`src/rtl/mtr_pkg.sv`:
```
// Package: shared type codes, write selects and the overlap merge rule.
// Assumes 8-bit type codes; 0xFF is reserved for "unit disabled".
package mtr_pkg;
    localparam logic [7:0] MT_UC  = 8'h00;
    localparam logic [7:0] MT_WC  = 8'h01;
    localparam logic [7:0] MT_WT  = 8'h04;
    localparam logic [7:0] MT_WP  = 8'h05;
    localparam logic [7:0] MT_WB  = 8'h06;
    localparam logic [7:0] MT_INV = 8'hFF;

    localparam int FIX_N  = 88;
    localparam int PAGE_B = 12;

    typedef enum logic [2:0] {
        SEL_FIX   = 3'd0,
        SEL_VBASE = 3'd1,
        SEL_VMASK = 3'd2,
        SEL_DEF   = 3'd3,
        SEL_TOP2  = 3'd4
    } cfg_sel_e;

    // Precedence merge of two matching window types.
    function automatic logic [7:0] merge_types(input logic [7:0] a, input logic [7:0] b);
        if (a == MT_UC || b == MT_UC) return MT_UC;
        if (a == b) return a;
        if ((a == MT_WB && b == MT_WT) || (a == MT_WT && b == MT_WB)) return MT_WT;
        return MT_UC;
    endfunction
endpackage

```
`src/rtl/mtr_cfg_regs.sv`:
```
// Configuration storage: fixed type bytes, window base/mask fields,
// default type with enables, and the upper-memory limit.
// Assumes one write per cycle; out-of-range indices are dropped.
module mtr_cfg_regs
    import mtr_pkg::*;
#(
    parameter int ADDR_W  = 36,
    parameter int NUM_VAR = 8,
    parameter int IDX_W   = 7
) (
    input  logic                     clk,
    input  logic                     rst_n,
    input  logic                     cfg_we,
    input  logic [2:0]               cfg_sel,
    input  logic [IDX_W-1:0]         cfg_idx,
    input  logic [ADDR_W-1:0]        cfg_wdata,
    output logic [7:0]               fix_tbl   [FIX_N],
    output logic [ADDR_W-PAGE_B-1:0] var_page  [NUM_VAR],
    output logic [7:0]               var_type  [NUM_VAR],
    output logic [ADDR_W-PAGE_B-1:0] var_mpage [NUM_VAR],
    output logic                     var_on    [NUM_VAR],
    output logic [7:0]               def_type,
    output logic                     glb_en,
    output logic                     fix_en,
    output logic [ADDR_W-1:0]        top2
);
    // Fixed type bytes.
    always_ff @(posedge clk) begin
        for (int i = 0; i < FIX_N; i++) begin
            if (!rst_n)
                fix_tbl[i] <= '0;
            else if (cfg_we && cfg_sel == SEL_FIX && cfg_idx == IDX_W'(i))
                fix_tbl[i] <= cfg_wdata[7:0];
        end
    end

    // Variable window fields.
    always_ff @(posedge clk) begin
        for (int i = 0; i < NUM_VAR; i++) begin
            if (!rst_n) begin
                var_page[i]  <= '0;
                var_type[i]  <= '0;
                var_mpage[i] <= '0;
                var_on[i]    <= 1'b0;
            end else if (cfg_we && cfg_idx == IDX_W'(i)) begin
                if (cfg_sel == SEL_VBASE) begin
                    var_page[i] <= cfg_wdata[ADDR_W-1:PAGE_B];
                    var_type[i] <= cfg_wdata[7:0];
                end
                if (cfg_sel == SEL_VMASK) begin
                    var_mpage[i] <= cfg_wdata[ADDR_W-1:PAGE_B];
                    var_on[i]    <= cfg_wdata[11];
                end
            end
        end
    end

    // Default type, enables and upper-memory limit.
    always_ff @(posedge clk) begin
        if (!rst_n) begin
            def_type <= '0;
            glb_en   <= 1'b0;
            fix_en   <= 1'b0;
            top2     <= '0;
        end else if (cfg_we) begin
            if (cfg_sel == SEL_DEF) begin
                def_type <= cfg_wdata[7:0];
                fix_en   <= cfg_wdata[10];
                glb_en   <= cfg_wdata[11];
            end
            if (cfg_sel == SEL_TOP2)
                top2 <= cfg_wdata;
        end
    end
endmodule

```
`src/rtl/mtr_fixed_lookup.sv`:
```
// Fixed-table index: 64 KiB, 16 KiB and 4 KiB granule regions in the
// first megabyte. Assumes the caller has already checked addr < 1 MiB.
module mtr_fixed_lookup
    import mtr_pkg::*;
(
    input  logic [19:12] addr_pg,
    input  logic [7:0]   fix_tbl [FIX_N],
    output logic [7:0]   fix_type
);
    logic [6:0] idx;

    // Select the granule index from the region the address falls in.
    always_comb begin
        if (!addr_pg[19])
            idx = {4'b0, addr_pg[18:16]};
        else if (!addr_pg[18])
            idx = 7'd8 + {3'b0, addr_pg[17:14]};
        else
            idx = 7'd24 + {1'b0, addr_pg[17:12]};
    end

    // Read the type byte.
    assign fix_type = fix_tbl[idx];
endmodule

```
`src/rtl/mtr_var_lookup.sv`:
```
// Variable windows: per-window masked compare, then a precedence fold of
// every matching type. Assumes page-granular compare (bits below 12 ignored).
module mtr_var_lookup
    import mtr_pkg::*;
#(
    parameter int ADDR_W  = 36,
    parameter int NUM_VAR = 8
) (
    input  logic [ADDR_W-PAGE_B-1:0] addr_pg,
    input  logic [ADDR_W-PAGE_B-1:0] var_page  [NUM_VAR],
    input  logic [7:0]               var_type  [NUM_VAR],
    input  logic [ADDR_W-PAGE_B-1:0] var_mpage [NUM_VAR],
    input  logic                     var_on    [NUM_VAR],
    output logic                     any_hit,
    output logic [7:0]               var_res
);
    logic [NUM_VAR-1:0] hit;

    // One comparator per window.
    for (genvar g = 0; g < NUM_VAR; g++) begin : g_cmp
        assign hit[g] = var_on[g] && (((addr_pg ^ var_page[g]) & var_mpage[g]) == '0);
    end

    // Fold all matching types under the precedence rule.
    always_comb begin
        any_hit = 1'b0;
        var_res = MT_INV;
        for (int i = 0; i < NUM_VAR; i++) begin
            if (hit[i]) begin
                var_res = any_hit ? merge_types(var_res, var_type[i]) : var_type[i];
                any_hit = 1'b1;
            end
        end
    end
endmodule

```
`src/rtl/mem_type_resolver.sv`:
```
// Top: configuration store plus fixed and variable lookups, priority
// selection and one response register. Assumes ADDR_W > 32 so the
// 4 GiB bound of the upper-memory window is representable.
module mem_type_resolver
    import mtr_pkg::*;
#(
    parameter int ADDR_W    = 36,
    parameter int NUM_VAR   = 8,
    parameter bit HAS_FIXED = 1'b1,
    localparam int VIDX_W   = (NUM_VAR > 1) ? $clog2(NUM_VAR) : 1,
    localparam int IDX_W    = (VIDX_W > 7) ? VIDX_W : 7
) (
    input  logic              clk,
    input  logic              rst_n,
    input  logic              cfg_we,
    input  logic [2:0]        cfg_sel,
    input  logic [IDX_W-1:0]  cfg_idx,
    input  logic [ADDR_W-1:0] cfg_wdata,
    input  logic              lk_valid,
    input  logic [ADDR_W-1:0] lk_addr,
    output logic              rsp_valid,
    output logic [7:0]        rsp_type
);
    logic [7:0]               fix_tbl   [FIX_N];
    logic [ADDR_W-PAGE_B-1:0] var_page  [NUM_VAR];
    logic [7:0]               var_type  [NUM_VAR];
    logic [ADDR_W-PAGE_B-1:0] var_mpage [NUM_VAR];
    logic                     var_on    [NUM_VAR];
    logic [7:0]               def_type;
    logic                     glb_en;
    logic                     fix_en;
    logic [ADDR_W-1:0]        top2;
    logic [7:0]               fixed_type;
    logic [7:0]               var_res;
    logic                     var_any;
    logic                     fixed_sel;
    logic                     top2_win;
    logic [7:0]               next_type;

    mtr_cfg_regs #(.ADDR_W(ADDR_W), .NUM_VAR(NUM_VAR), .IDX_W(IDX_W)) regs_i (
        .clk(clk), .rst_n(rst_n), .cfg_we(cfg_we), .cfg_sel(cfg_sel),
        .cfg_idx(cfg_idx), .cfg_wdata(cfg_wdata), .fix_tbl(fix_tbl),
        .var_page(var_page), .var_type(var_type), .var_mpage(var_mpage),
        .var_on(var_on), .def_type(def_type), .glb_en(glb_en),
        .fix_en(fix_en), .top2(top2)
    );

    mtr_fixed_lookup fix_i (
        .addr_pg(lk_addr[19:12]), .fix_tbl(fix_tbl), .fix_type(fixed_type)
    );

    mtr_var_lookup #(.ADDR_W(ADDR_W), .NUM_VAR(NUM_VAR)) var_i (
        .addr_pg(lk_addr[ADDR_W-1:PAGE_B]), .var_page(var_page),
        .var_type(var_type), .var_mpage(var_mpage), .var_on(var_on),
        .any_hit(var_any), .var_res(var_res)
    );

    // Fixed table owns the first megabyte when supported and enabled.
    assign fixed_sel = HAS_FIXED && fix_en && (lk_addr[ADDR_W-1:20] == '0);

    // Upper-memory write-back window: [4 GiB, top2).
    assign top2_win = (top2 != '0) && (lk_addr[ADDR_W-1:32] != '0) && (lk_addr < top2);

    // Priority: disabled, fixed, upper window, windows, default.
    always_comb begin
        if (!glb_en)        next_type = MT_INV;
        else if (fixed_sel) next_type = fixed_type;
        else if (top2_win)  next_type = MT_WB;
        else if (var_any)   next_type = var_res;
        else                next_type = def_type;
    end

    // Response register.
    always_ff @(posedge clk) begin
        if (!rst_n) begin
            rsp_valid <= 1'b0;
            rsp_type  <= MT_INV;
        end else begin
            rsp_valid <= lk_valid;
            if (lk_valid) rsp_type <= next_type;
        end
    end
endmodule

```
`config.mk`:
```
export PLATFORM = sky130hd
export DESIGN_NAME = mem_type_resolver
export DESIGN_NICKNAME = d
export VERILOG_FILES = /design/src/rtl/mtr_pkg.sv /design/src/rtl/mtr_cfg_regs.sv /design/src/rtl/mtr_fixed_lookup.sv /design/src/rtl/mtr_var_lookup.sv /design/src/rtl/mem_type_resolver.sv
export SDC_FILE = /design/constraint.sdc
export NUM_CORES = 2
export LEC_CHECK = 0
export BUFFER_PORTS_ARGS = -buffer_cell sky130_fd_sc_hd__buf_2
export CAP_MARGIN = 10
export CORE_UTILIZATION = 56
export DETAILED_ROUTE_END_ITERATION = 12
export PLACE_DENSITY_LB_ADDON = 0.15
export SLEW_MARGIN = 20
export SYNTH_ARGS = -nofsm -noshare
export SYNTH_HDL_FRONTEND = slang
export SYNTH_SLANG_ARGS = --single-unit
```
`constraint.sdc`:
```
create_clock -name clk -period 10.4 [get_ports clk]
set_input_delay 2.08 -clock clk [delete_from_list [all_inputs] [get_ports clk]]
set_output_delay 2.08 -clock clk [all_outputs]
set_load 0.01 [all_outputs]
```
==> results.toml <==
[outcome]
status = "finished clean"

[final_layout]
drive_gt1_share_pct = 11.2
fillers = 9566
area_growth_pct = 9.91
final_nets = 7283
fin_area_sq_um = 68000

[cts]
cts.sinks = 1215
cts_setup_buffers = 0
cts-root-buf = "clkbuf_16"
htree_levels = 4
cts.path.max_buffers = 3
clk-insertion-delay-late_ps = 760
post_cts_resized = 0
hold_buffers = 0
cts_tree = "yes"
clkTransAtPathRegs_ps = 60
numCtsBuffers = 136

[critical_path]
path_delay_family = "simple AND/OR/NAND/NOR gates"
worstPathMaxFanout = 12
critPathBufInv = 5
crit_arrival_ps = 10290
critical_path_class = "primary input to register"
slowest_delay_ps = 530
crit_top_cell = "buf_4"
start_kind = "primary input"
slowest_stage = "or4_4"
crit_path_end_kind = "register"
required_ps = 11100

[floorplanning]
floorplan.rows = 121
initial_utilization_pct = 56.7
die_area_sq_um = 112000
core_sq_um = 109000
ios = 95
die_h_um = 334
die_x_um = 334

[drt]
wl_per_cell_um = 24.1
drt_iter0_drc = 5281
via_per_inst = 6.19
drtPass1Iterations = 6
vias = 54100
drc = 0
ant_nets = 0
wirelength_um = 211000

[yosys]
synth_ff_type = "dfxtp_1"
synthArstFlopShare_pct = 0
synth_nets = 7500
yosysMostFrequentCell = "nand2_1"
ys_types = 117
synth-edff-count = 0
ys_top_cells_by_count = "nand2_1, dfxtp_1, a21boi_0, nand3_1, clkbuf_1"
synth_area_leaders = "dfxtp_1, a21boi_0, nand2_1"
synthCells = 7378
synth-seq-cells = 1215
syn_area_per_cell_sq_um = 8.39
yosysSeqAreaShare_pct = 39.3
synth_top_area_cell = "dfxtp_1"
yosys.area.top_type_share_pct = 39.3
yosysWarnings = 0
synthesis.area_sq_um = 61900

[timing]
fin_crit_sh_pct = 92.3
fin_setup_tns_ps = 0
drv_slew = 0
hold_viol = 0
fin_crit_ps = 9600
fmax_mhz = 104
skew_ps = 22.5
worst_pin_slew_ps = 1170
rsz0062_at_grt = "no"
setup_ws_ps = 805
slew_headroom_pct = 21.5
setup_viol = 0

[global_route]
grt_pass1_wl_um = 320000
grt_usage_pct = 36.9
grt_pass1_vias = 51300
grt_remaining_overflow = 0
antenna_found_initial = 7
grt_max_degree = 269

[pwr]
cellPowerDensity_nw_per_um2 = 149
power_mw = 10.2
ir_drop_mv = 0.146
p_leak_nw = 22.3

[placement]
dp_slack_ps = 110
place.port_buffers = 94
place_hpwl_um = 137000
gp_congestion = 0.983
postPlaceCellArea_sq_um = 63400

[run]
drv_cap = 0

[hold_path]
hold_class = "register to register"
-- area by class of cell --
| type | count | area [sq um] | share of cell area, % |
|---|---|---|---|
| diodes | 4 | 10.0 | 0.0147 |
| clock buffers | 200 | 4070 | 5.98 |
| clock inverters | 42 | 452 | 0.664 |
| inverters | 74 | 278 | 0.408 |
| multi-input cells | 5441 | 35000 | 51.4 |
| flip-flops and latches | 1215 | 24300 | 35.8 |
| well taps | 1476 | 1850 | 2.72 |
| repair buffers | 293 | 2080 | 3.06 |
-- path summary, 6_finish.rpt --
kind,start,end,slack (ps),depth (start not counted)
max,lk_addr[32],rsp_type[3],800,31
min,regs_i.fix_tbl[244],regs_i.fix_tbl[244],460,2
min reg2reg,regs_i.fix_tbl[244],regs_i.fix_tbl[244],460,2
max reg2reg,regs_i.var_page[186],rsp_type[3],1990,30
-- state kept, by name (all words and copies together), names as in the netlist --
name              flops
regs_i.fix_tbl      704
regs_i.glb_en         1
regs_i.top2          36
regs_i.fix_en         1
regs_i.var_type      64
regs_i.var_mpage    192
rsp_valid             1
regs_i.var_on         8
regs_i.def_type       8
regs_i.var_page     192
rsp_type              8
-- where the power goes --
| part | internal (mW) | switching [mW] | total [mW] | leakage [nW] |
|---|---|---|---|---|
| clock | 2.81 | 2.03 | 4.84 | 2.23 |
| combinational | 0.200 | 0.463 | 0.663 | 10.3 |
| sequential | 4.66 | 0.00436 | 4.66 | 9.78 |
-- metal layers --
layer / global-route usage (%) / part of all wire, % / vias to the layer above
li1: - / - / 25000
met1: 49.1 / 42 / 26500
met2: 59.5 / 47 / 2127
met3: 5.18 / 7.0 / 452
met4: 16.8 / 4.5 / 8
met5: 0 / 0.031 / -
-- cells in the final DEF (no fill, tap or decap), drive strengths merged, types with 81 or more instances in the layout --
| master | n |
|---|---|
| mux2i | 241 |
| mux4 | 176 |
| nand2 | 1946 |
| inv | 81 |
| buf | 293 |
| a21boi | 1007 |
| clkbuf | 200 |
| o21ai | 98 |
| xor2 | 200 |
| nand3 | 590 |
| nor2 | 151 |
| dfxtp | 1215 |
| nor2b | 222 |
-- worst min-delay path, cell delays in order, from the launching register on --
cell and delay (ps):
dfxtp_1 300, nand2_1 50, a21boi_0 60
-- per-stage QoR --
stage          utilization (%)  hold WS [ps]  std cells
4_1_cts                   62.3           464       8739
5_1_grt                   62.3           479       8742
2_1_floorplan                -           439       7378
6_report                  62.3           462       8745
3_5_place_dp              58.1           456       8497
3_3_place_gp              58.1           448       8497
-- cell families after synthesis --
kind of cell               synth area share (%)
and+or+nand+nor                            23.5
AOI/OAI and AO/OA                          18.3
DFF                                        39.3
buffers and inverters                      4.63
muxes                                      10.5
xor gates and xnor gates                   3.12
adders and majority gates                 0.728
Note: power is estimated with default switching activity, not from simulation.
